File: src/rtl/dma_db_pkg.sv
package dma_db_pkg;
  localparam int WORD_BYTES = 4;
  localparam int DATA_W = 8 * WORD_BYTES;

  // register select codes
  localparam logic [1:0] SEL_SRC  = 2'd0;
  localparam logic [1:0] SEL_DST  = 2'd1;
  localparam logic [1:0] SEL_CNT  = 2'd2;
  localparam logic [1:0] SEL_CTRL = 2'd3;

  // control register bit positions
  localparam int CTL_GO       = 0;
  localparam int CTL_HALT     = 1;
  localparam int CTL_MISS     = 2;
  localparam int CTL_FAIL     = 3;
  localparam int CTL_CLR_DONE = 4;
  localparam int CTL_CLR_ERR  = 5;

  // engine strobes from scheduler to datapath
  typedef struct packed {
    logic doFail;
    logic doFinish;
    logic doWord;
    logic doBurstEnd;
  } dmaStb_t;
endpackage

File: src/rtl/dma_db_ctrl.sv
module dma_db_ctrl import dma_db_pkg::*; #(
  parameter int NCH = 4,
  parameter int CNT_W = 13,
  parameter int BURST_BYTES = 2048,
  localparam int CH_W = (NCH > 1) ? $clog2(NCH) : 1
) (
  input  logic             clk,
  input  logic             rstN,
  input  logic [NCH-1:0]   chRun,
  input  logic [NCH-1:0]   chFail,
  input  logic [CNT_W-1:0] selCnt,
  output dmaStb_t          stb,
  output logic [CH_W-1:0]  svcCh,
  output logic [CNT_W-1:0] byteOff,
  output logic [CNT_W-1:0] burstBytes
);
  typedef enum logic {ST_PICK, ST_MOVE} slotState_t;

  localparam logic [CNT_W-1:0] BURST_LIM = CNT_W'(BURST_BYTES);
  localparam logic [CNT_W-1:0] STEP = CNT_W'(WORD_BYTES);

  slotState_t state;
  logic [CH_W-1:0] chPtr, ptrNext;
  logic [CNT_W-1:0] off, lenR, burstLen;
  logic lastWord, startBurst;

  assign ptrNext = (chPtr == CH_W'(NCH - 1)) ? '0 : chPtr + 1'b1;
  assign burstLen = (selCnt > BURST_LIM) ? BURST_LIM : selCnt;
  assign lastWord = (off + STEP == lenR);
  assign startBurst = chRun[chPtr] && !chFail[chPtr] && (selCnt != '0);

  assign svcCh = chPtr;
  assign byteOff = off;
  assign burstBytes = lenR;

  always_comb begin
    stb = '0;
    if (state == ST_PICK) begin
      if (chRun[chPtr]) begin
        if (chFail[chPtr]) stb.doFail = 1'b1;
        else if (selCnt == '0) stb.doFinish = 1'b1;
      end
    end else if (chRun[chPtr]) begin
      stb.doWord = 1'b1;
      stb.doBurstEnd = lastWord;
    end
  end

  always_ff @(posedge clk) begin
    if (!rstN) begin
      state <= ST_PICK;
      chPtr <= '0;
      off <= '0;
      lenR <= '0;
    end else begin
      case (state)
        ST_PICK: begin
          if (startBurst) begin
            state <= ST_MOVE;
            off <= '0;
            lenR <= burstLen;
          end else begin
            chPtr <= ptrNext;
          end
        end
        default: begin
          if (!chRun[chPtr] || lastWord) begin
            state <= ST_PICK;
            chPtr <= ptrNext;
          end else begin
            off <= off + STEP;
          end
        end
      endcase
    end
  end

  // burst window stays inside its length and the burst limit
  assert_burst_window_R7: assert property (@(posedge clk) disable iff (!rstN)
    (state == ST_MOVE) |-> (lenR != '0 && lenR <= BURST_LIM && off < lenR));

  // one engine action per cycle
  assert_single_action_R8: assert property (@(posedge clk) disable iff (!rstN)
    $onehot0({stb.doFail, stb.doFinish, stb.doWord}));

  // a finished burst hands the slot on to another channel
  assert_slot_moves_on_R8: assert property (@(posedge clk) disable iff (!rstN)
    stb.doBurstEnd |=> (state == ST_PICK && (NCH == 1 || chPtr != $past(chPtr))));
endmodule

File: src/rtl/dma_db_datapath.sv
module dma_db_datapath import dma_db_pkg::*; #(
  parameter int NCH = 4,
  parameter int ADDR_W = 16,
  parameter int CNT_W = 13,
  localparam int CH_W = (NCH > 1) ? $clog2(NCH) : 1
) (
  input  logic              clk,
  input  logic              rstN,
  input  logic              cfgWe,
  input  logic [CH_W-1:0]   cfgCh,
  input  logic [1:0]        cfgSel,
  input  logic [ADDR_W-1:0] cfgData,
  input  dmaStb_t           stb,
  input  logic [CH_W-1:0]   svcCh,
  input  logic [CNT_W-1:0]  byteOff,
  input  logic [CNT_W-1:0]  burstBytes,
  output logic [NCH-1:0]    chRun,
  output logic [NCH-1:0]    chFail,
  output logic [CNT_W-1:0]  selCnt,
  output logic [ADDR_W-1:0] memRdAddr,
  input  logic [DATA_W-1:0] memRdData,
  output logic              memWrEn,
  output logic [ADDR_W-1:0] memWrAddr,
  output logic [DATA_W-1:0] memWrData,
  output logic [NCH-1:0]    pendOut,
  output logic [NCH-1:0]    doneOut,
  output logic [NCH-1:0]    errOut
);
  logic [ADDR_W-1:0] prgSrc [NCH], prgDst [NCH], actSrc [NCH], actDst [NCH];
  logic [ADDR_W-1:0] nPrgSrc[NCH], nPrgDst[NCH], nActSrc[NCH], nActDst[NCH];
  logic [CNT_W-1:0]  prgCnt [NCH], actCnt [NCH], nPrgCnt[NCH], nActCnt[NCH];
  logic [NCH-1:0] runR, pendR, doneR, errR, failArm, missArm;
  logic [NCH-1:0] nRun, nPend, nDone, nErr, nFail, nMiss;
  logic [ADDR_W-1:0] cfgAddr;
  logic [CNT_W-1:0] cfgCnt;

  assign cfgAddr = {cfgData[ADDR_W-1:2], 2'b00};
  assign cfgCnt = {cfgData[CNT_W-1:2], 2'b00};

  always_comb begin
    nPrgSrc = prgSrc; nPrgDst = prgDst; nPrgCnt = prgCnt;
    nActSrc = actSrc; nActDst = actDst; nActCnt = actCnt;
    nRun = runR; nPend = pendR; nDone = doneR; nErr = errR;
    nFail = failArm; nMiss = missArm;
    for (int i = 0; i < NCH; i++) begin
      // sticky clears first so a same-cycle set wins
      if (cfgWe && cfgCh == CH_W'(i) && cfgSel == SEL_CTRL) begin
        if (cfgData[CTL_CLR_DONE]) nDone[i] = 1'b0;
        if (cfgData[CTL_CLR_ERR]) nErr[i] = 1'b0;
      end
      // engine actions
      if (svcCh == CH_W'(i)) begin
        if (stb.doFail) begin
          nRun[i] = 1'b0; nPend[i] = 1'b0; nErr[i] = 1'b1; nFail[i] = 1'b0;
        end
        if (stb.doFinish) begin
          if (pendR[i]) begin
            nActSrc[i] = prgSrc[i]; nActDst[i] = prgDst[i]; nActCnt[i] = prgCnt[i];
            nPend[i] = 1'b0;
          end else begin
            nRun[i] = 1'b0;
            if (missArm[i]) nMiss[i] = 1'b0;
            else nDone[i] = 1'b1;
          end
        end
        if (stb.doBurstEnd) begin
          nActCnt[i] = actCnt[i] - burstBytes;
          nActSrc[i] = actSrc[i] + ADDR_W'(burstBytes);
          nActDst[i] = actDst[i] + ADDR_W'(burstBytes);
        end
      end
      // host actions apply to the post-engine state
      if (cfgWe && cfgCh == CH_W'(i)) begin
        case (cfgSel)
          SEL_SRC: nPrgSrc[i] = cfgAddr;
          SEL_DST: nPrgDst[i] = cfgAddr;
          SEL_CNT: nPrgCnt[i] = cfgCnt;
          default: begin
            if (cfgData[CTL_HALT]) begin
              nRun[i] = 1'b0; nPend[i] = 1'b0;
            end else if (cfgData[CTL_GO]) begin
              if (nRun[i]) nPend[i] = 1'b1;
              else begin
                nActSrc[i] = prgSrc[i]; nActDst[i] = prgDst[i]; nActCnt[i] = prgCnt[i];
                nRun[i] = 1'b1;
              end
            end
            if (cfgData[CTL_MISS] && !nRun[i]) nMiss[i] = 1'b1;
            if (cfgData[CTL_FAIL]) nFail[i] = 1'b1;
          end
        endcase
      end
    end
  end

  always_ff @(posedge clk) begin
    if (!rstN) begin
      for (int i = 0; i < NCH; i++) begin
        prgSrc[i] <= '0; prgDst[i] <= '0; prgCnt[i] <= '0;
        actSrc[i] <= '0; actDst[i] <= '0; actCnt[i] <= '0;
      end
      runR <= '0; pendR <= '0; doneR <= '0; errR <= '0;
      failArm <= '0; missArm <= '0;
    end else begin
      prgSrc <= nPrgSrc; prgDst <= nPrgDst; prgCnt <= nPrgCnt;
      actSrc <= nActSrc; actDst <= nActDst; actCnt <= nActCnt;
      runR <= nRun; pendR <= nPend; doneR <= nDone; errR <= nErr;
      failArm <= nFail; missArm <= nMiss;
    end
  end

  assign chRun = runR;
  assign chFail = failArm;
  assign selCnt = actCnt[svcCh];
  assign memRdAddr = actSrc[svcCh] + ADDR_W'(byteOff);
  assign memWrAddr = actDst[svcCh] + ADDR_W'(byteOff);
  assign memWrEn = stb.doWord;
  assign memWrData = memRdData;
  assign pendOut = pendR;
  assign doneOut = doneR;
  assign errOut = errR;

  // memory is only written on behalf of a running channel
  assert_write_needs_run_R10: assert property (@(posedge clk) disable iff (!rstN)
    memWrEn |-> runR[svcCh]);

  for (genvar g = 0; g < NCH; g++) begin : g_chk
    logic hostCtl;
    assign hostCtl = cfgWe && cfgCh == CH_W'(g) && cfgSel == SEL_CTRL;

    assert_pend_has_run_R3: assert property (@(posedge clk) disable iff (!rstN)
      pendR[g] |-> runR[g]);

    assert_reload_keeps_run_R4: assert property (@(posedge clk) disable iff (!rstN)
      (stb.doFinish && svcCh == CH_W'(g) && pendR[g] && !hostCtl) |=> (runR[g] && !pendR[g]));

    assert_done_from_run_R5: assert property (@(posedge clk) disable iff (!rstN)
      $rose(doneR[g]) |-> $past(runR[g]));

    assert_err_halts_R9: assert property (@(posedge clk) disable iff (!rstN)
      $rose(errR[g]) |-> ($past(runR[g]) && !pendR[g]));
  end
endmodule

File: src/rtl/dbuf_dma_engine.sv
module dbuf_dma_engine import dma_db_pkg::*; #(
  parameter int NCH = 4,
  parameter int ADDR_W = 16,
  parameter int CNT_W = 13,
  parameter int BURST_BYTES = 2048,
  localparam int CH_W = (NCH > 1) ? $clog2(NCH) : 1
) (
  input  logic              clk,
  input  logic              rstN,
  input  logic              cfgWe,
  input  logic [CH_W-1:0]   cfgCh,
  input  logic [1:0]        cfgSel,
  input  logic [ADDR_W-1:0] cfgData,
  output logic [ADDR_W-1:0] memRdAddr,
  input  logic [DATA_W-1:0] memRdData,
  output logic              memWrEn,
  output logic [ADDR_W-1:0] memWrAddr,
  output logic [DATA_W-1:0] memWrData,
  output logic [NCH-1:0]    runOut,
  output logic [NCH-1:0]    pendOut,
  output logic [NCH-1:0]    doneOut,
  output logic [NCH-1:0]    errOut
);
  dmaStb_t stb;
  logic [CH_W-1:0] svcCh;
  logic [CNT_W-1:0] byteOff, burstBytes, selCnt;
  logic [NCH-1:0] chRun, chFail;

  dma_db_ctrl #(.NCH(NCH), .CNT_W(CNT_W), .BURST_BYTES(BURST_BYTES)) u_ctrl (
    .clk(clk), .rstN(rstN), .chRun(chRun), .chFail(chFail), .selCnt(selCnt),
    .stb(stb), .svcCh(svcCh), .byteOff(byteOff), .burstBytes(burstBytes)
  );

  dma_db_datapath #(.NCH(NCH), .ADDR_W(ADDR_W), .CNT_W(CNT_W)) u_dp (
    .clk(clk), .rstN(rstN), .cfgWe(cfgWe), .cfgCh(cfgCh), .cfgSel(cfgSel),
    .cfgData(cfgData), .stb(stb), .svcCh(svcCh), .byteOff(byteOff),
    .burstBytes(burstBytes), .chRun(chRun), .chFail(chFail), .selCnt(selCnt),
    .memRdAddr(memRdAddr), .memRdData(memRdData), .memWrEn(memWrEn),
    .memWrAddr(memWrAddr), .memWrData(memWrData), .pendOut(pendOut),
    .doneOut(doneOut), .errOut(errOut)
  );

  assign runOut = chRun;
endmodule

File: config.mk
export PLATFORM = sky130hd
export DESIGN_NAME = dbuf_dma_engine
export DESIGN_NICKNAME = d
export VERILOG_FILES = /design/src/rtl/dma_db_pkg.sv /design/src/rtl/dma_db_ctrl.sv /design/src/rtl/dma_db_datapath.sv /design/src/rtl/dbuf_dma_engine.sv
export SDC_FILE = /design/constraint.sdc
export NUM_CORES = 2
export LEC_CHECK = 0
export BUFFER_PORTS_ARGS = -buffer_cell sky130_fd_sc_hd__buf_4
export CORE_MARGIN = 3
export CORE_UTILIZATION = 49
export DETAILED_ROUTE_END_ITERATION = 10
export PLACE_DENSITY = 0.64
export SETUP_SLACK_MARGIN = 0.4
export SLEW_MARGIN = 25
export SYNTH_ARGS = -nofsm -noshare
export SYNTH_HDL_FRONTEND = slang
export SYNTH_SLANG_ARGS = --single-unit
File: constraint.sdc
create_clock -name clk -period 6.47 [get_ports clk]
set_input_delay 0.3235 -clock clk [delete_from_list [all_inputs] [get_ports clk]]
set_output_delay 0.3235 -clock clk [all_outputs]
set_load 0.1 [all_outputs]
## Word-level counts from Yosys, hierarchy flattened

Index checks and enable logic that the tools add are counted.
Widths: inputs -> output; s select.

- Flip-flop bits (word level): 389
- Latch bits: 0
- Bits in writable memories: 0
- Memory bits (read-only): 0
- Bits of input ports: 55
- Output and inout port bits: 81
- Logic and storage cells: 410
- Memories kept: 0

- Add/sub/neg operators: 16
- Multiply operators: 0
- Divide/modulo/power cells: 0
- $lt $le $gt $ge: 3
- Equal/unequal tests: 13
- Shift operators: 0
- Mux-type cells: 299
- Bitwise logic cells: 2
- Reductions and logical operators: 43

Operators by type and width:

| cell | number |
|---|---|
| $mux 16 | 76 |
| $mux 13 | 42 |
| $mux 1 | 168 |
| $add 16x13->16 | 10 |
| $bmux 16 s2 | 2 |
| $sub 13x13->13 | 4 |
| $reduce_and 2->1 | 15 |
| $bmux 13 s2 | 1 |
| $mux 2 | 8 |
| $logic_and 1x1->1 | 14 |
| $add 13x3->13 const B | 1 |
| $eq 13x13->1 | 1 |
| $gt 13x12->1 const B | 1 |
| $logic_not 13->1 | 1 |
| $reduce_bool 13->1 | 1 |
| $eq 2x2->1 const B | 6 |
| $eq 2x1->1 const B | 3 |
| $logic_not 1->1 | 6 |
| $logic_not 2->1 | 3 |
| $bmux 1 s2 | 2 |
| $ne 2x2->1 const B | 2 |
| $ge 3x3->1 const B | 1 |
| $lt 2x3->1 const B | 1 |
| $not 2->3 | 1 |
| other kinds (6) | 6 |

## Longest topological paths before layout

- Depth after elaboration: 22
- Depth in mapped cells: 14
- Depth with buffers taken out: 12

## Modules after synthesis

From an unflattened synthesis, not the netlist that was laid out.

- Cell total of the unflattened synthesis: 3063
- Area total of the unflattened synthesis: 25220.4 um^2

Modules (own cells, without submodules):

| module | instances | cells an instance | area each (um^2) |
|---|---|---|---|
| dma_db_datapath | 1 | 2856 | 23481.3 |
| dma_db_ctrl | 1 | 207 | 1739.2 |

## Worst setup path before layout

No wires, ideal clock.

- Kind: flip-flop to output port
- Start: register u_ctrl.chPtr[0], in the netlist u_ctrl.svcCh[0]
- End: output memWrAddr[15]
- Arrival: 5.216 ns
- Path slack: 0.930 ns
- Cell stages (with the launch flop): 14
- Cell sequence: dfxtp_1 -> buf_6 -> buf_6 -> buf_1 -> clkbuf_1 -> mux4_2 -> ha_1 -> a21oi_1 -> o21bai_1 -> a2111o_1 -> nand2_1 -> o21ai_0 -> o221ai_1 -> xnor2_1

- Word-level cells in the longest chain between the ends: 5

RTL lines:

| what | RTL line | RTL |
|---|---|---|
| start: declaration | dma_db_ctrl.sv:23 | `logic [CH_W-1:0] chPtr, ptrNext;` |
| start signal: assignment | dma_db_ctrl.sv:63 | `chPtr <= ptrNext;` |
| start signal: assignment | dma_db_ctrl.sv:69 | `chPtr <= ptrNext;` |
| $not 2->3 (implied by the code) | dma_db_datapath.sv:116 | `assign memWrAddr = actDst[svcCh] + ADDR_W'(byteOff);` |
| $bmux 16 s2 | dma_db_datapath.sv:116 |  |
| $mux 16 (implied by the code) (2 in a row) | dma_db_datapath.sv:116 |  |
| $add 16x13->16 | dma_db_datapath.sv:116 |  |
| end: declaration | dbuf_dma_engine.sv:17 | `output logic [ADDR_W-1:0] memWrAddr,` |

No other way between the ends. The select of a mux whose other input is x is not followed.

## Final worst setup path

Ends and elaborated chain as after synthesis.

==> results.json <==
{
  "critPathArrivalTime_ns": 4.61,
  "power_frac_seq": 0.433,
  "cts_sinks": 387,
  "hold_path.class": "input pin to register",
  "synth_area_mm2": 0.0267,
  "drtIter0Drc": 3958,
  "avgSynthCellArea_um2": 7.84,
  "ant_nets": 0,
  "multi_input_area_mm2": 0.0176,
  "timing.fmax_mhz": 203,
  "dpl.hpwl_um": 78300,
  "htreeDepth": 2,
  "drc": 0,
  "drive_above_1_share": 0.101,
  "ys_ff_latch": 387,
  "worstHoldPathCells": 3,
  "num_rows": 84,
  "p_per_area_mw_per_mm2": 195,
  "synth_edf_count": 0,
  "insertion_delay_ns": 0.59,
  "p_leak_nw": 11.1,
  "cts_root_buf": "clkbuf_16",
  "min-delay-start": "cfgData[15]",
  "area_growth_pct": 8.42,
  "rsz0062_at_grt": "no",
  "cts_hold_buffers": 0,
  "r2r-end": "u_dp.actDst[61]",
  "antenna_found_initial": 6,
  "chipHeight_um": 239,
  "tns_ns": 0,
  "grt.total_usage": 0.381,
  "synth_warnings": 0,
  "start_util": 0.501,
  "clkSlewWorstSetupHoldPaths_ns": 0.06,
  "dr.pass1.iters": 6,
  "min_period_ns": 4.93,
  "r2r_start": "u_ctrl.svcCh[0]",
  "holdPathEnd": "u_dp.prgSrc[31]",
  "gr-total-overflow": 0,
  "rr_worst_depth": 8,
  "required_ns": 6.15,
  "netlist_instances": 3398,
  "clkPwrFrac": 0.481,
  "drv_cap": 0,
  "synth_ff_type": "dfxtp_1",
  "routed_via_density": 6.81,
  "post_cts_buffers": 0,
  "swShare": 0.269,
  "setup_violations": 0,
  "tightest_slew_ns": 1.16,
  "power_switching_w": 0.00152,
  "grt_pass1_vias": 24934,
  "dieArea_mm2": 0.0572,
  "fin_nets": 3574,
  "die_w_um": 239,
  "hold-worst-slack_ns": 0.0771,
  "peakVddDrop_v": 0.000224,
  "ctsResizeCount": 0,
  "wl_per_cell_um": 27.8,
  "regArea_mm2": 0.00775,
  "synth_seq_area_share": 0.291,
  "worstSetupPathType": "register to output port",
  "combPwrFrac": 0.086,
  "grt_max_degree": 79,
  "finalHoldViolCount": 0,
  "place.gp.congestion": 0.988,
  "drt-total-wl_um": 113000,
  "synthArstFlopShare": 0,
  "r2r_slack_ns": 1.80,
  "maxSlewViolCount": 0,
  "end_kind": "output port",
  "cts_tree": "built",
  "fin_skew_ns": 0.0159,
  "clockBufferDepth": 3,
  "path_max_fanout": 28,
  "nFillCells": 5006,
  "critPathLaunchType": "register",
  "vias": 27558,
  "outcome": "finished clean",
  "intPower_w": 0.00412,
  "synth_cell_type_count": 93,
  "slew_headroom": 0.224,
  "core-area_mm2": 0.0532,
  "numCtsBuffers": 46,
  "num_io_pins": 136,
  "finalCritPeriodShare": 0.762,
  "port_buffers": 71,
  "grt_pass1_wl_um": 163000
}
metal layers:
metal	up-vias	GRT usage	share of wire
met2	1730	0.561	0.42
met3	327	0.0868	0.13
met4	4	0.193	0.058
met5	-	0	0.00026
met1	13287	0.524	0.40
li1	12210	-	-
through the flow:
step | power [W] | area, um2 | worst slack (ns) | std cells | util
final | 0.00564 | 28900 | 1.54 | 4047 | 0.543
after global routing | 0.00576 | 28900 | 1.23 | 4046 | 0.543
after CTS | 0.00562 | 28900 | 1.49 | 4046 | 0.543
after detailed placement | 0.00296 | 27400 | 1.95 | 3966 | 0.514
after global placement | 0.00295 | 27400 | 2.01 | 3966 | 0.514
after floorplan | 0.00288 | 26700 | 0.930 | 3399 | -
cells in the final DEF, fill, tap and decap left out, drive strengths merged, types with 52 or more instances in the layout:
cell type / count
o21ai: 226
o22ai: 85
a31oi: 95
ha: 181
nand3: 53
inv: 52
dfxtp: 387
nand2: 616
nor3: 66
clkbuf: 63
a21oi: 321
nor2: 255
xor2: 72
mux2i: 55
buf: 128
xnor2: 88
worst max-delay path by stage:
stage,startpoint,endpoint,cells past startpoint
CTS,u_ctrl.svcCh[0],memWrAddr[15],12
floorplan,u_ctrl.svcCh[0],memWrAddr[15],13
detailed placement,u_ctrl.svcCh[0],u_dp.actDst[26],8
finish,u_ctrl.svcCh[0],memWrAddr[15],12
global placement,u_ctrl.svcCh[0],u_dp.actSrc[20],8
global route,u_ctrl.svcCh[0],memWrAddr[15],12
power groups by stage:
stage	sequential, W	clock [W]	combinational, W
3_5_place_dp	0.00249	0	0.000469
2_1_floorplan	0.00247	0	0.000410
5_1_grt	0.00244	0.00281	0.000506
4_1_cts	0.00244	0.00271	0.000471
3_3_place_gp	0.00249	0	0.000462
6_report	0.00244	0.00271	0.000487
cells by family (layout without fill, tap and decap cells):
kind of cell             after synthesis  after routing  synth area share
AO/OA/AOI/OAI                       1108           1108             0.263
XOR/XNOR                             160            160            0.0526
adder cells (fa/ha/maj)              193            193            0.0940
buffers and inverters                301            260            0.0518
flip-flops                           387            387             0.291
multiplexers                         109            109            0.0636
other                                  1              3          0.000141
AND/OR/NAND/NOR                     1139           1139             0.184
area by class of cell:
cell class,count,area share
multi-input combinational,2711,0.609
inverter,52,0.00693
timing repair buffer,128,0.0333
clock buffer,63,0.0459
clock inverter,17,0.00688
antenna,1,0.0000866
sequential,387,0.268
tap,688,0.0298
Yosys cell counts, types with 16 or more instances:
cell type  count  area [um2]
o21ai_0      218        1090
mux4_2        45        1010
buf_2         45         225
a31o_2        38         333
ha_1         181        2260
inv_1         50         188
a31oi_1       95         594
buf_4         41         308
a21o_1        40         300
nand3_1       51         255
nand4_1       20         125
or3_1         18         113
o21a_1        20         150
o22ai_1       85         532
nor2_1       254         953
o21bai_1      16         120
nor3_1        66         330
a311oi_1      17         149
a211oi_1      37         278
o211ai_1      43         323
nand2b_1      19         119
a22oi_1       48         360
and3_1        19         119
a21oi_1      313        1570
dfxtp_1      387        7750
clkbuf_1     138         518
xnor2_1       88         771
nand2_1      613        2300
mux2i_1       55         551
nor2b_1       18         113
buf_1         17        63.8
xor2_1        72         631
worst max-delay path, cell delays in order (launching register included):
cell and delay [ns]:
dfxtp_4 0.69, buf_4 0.51, mux4_2 0.56, ha_1 0.33, a21o_1 0.17, a21oi_1 0.21, o21bai_1 0.11, a2111o_1 0.44
nand2_1 0.10, o21ai_0 0.16, o221ai_1 0.25, xnor2_1 0.15, buf_4 0.31
state kept, by name, indices dropped and copies added (netlist names):
register and flops:
u_ctrl.burstBytes 13, u_ctrl.byteOff 11, u_ctrl.state 1, u_ctrl.svcCh 2, u_dp.actCnt 52, u_dp.actDst 64, u_dp.actSrc 64, u_dp.chFail 4
u_dp.chRun 4, u_dp.doneOut 4, u_dp.errOut 4, u_dp.missArm 4, u_dp.pendOut 4, u_dp.prgCnt 44, u_dp.prgDst 56, u_dp.prgSrc 56
No activity file was read; power rests on OpenSTA's default activity.
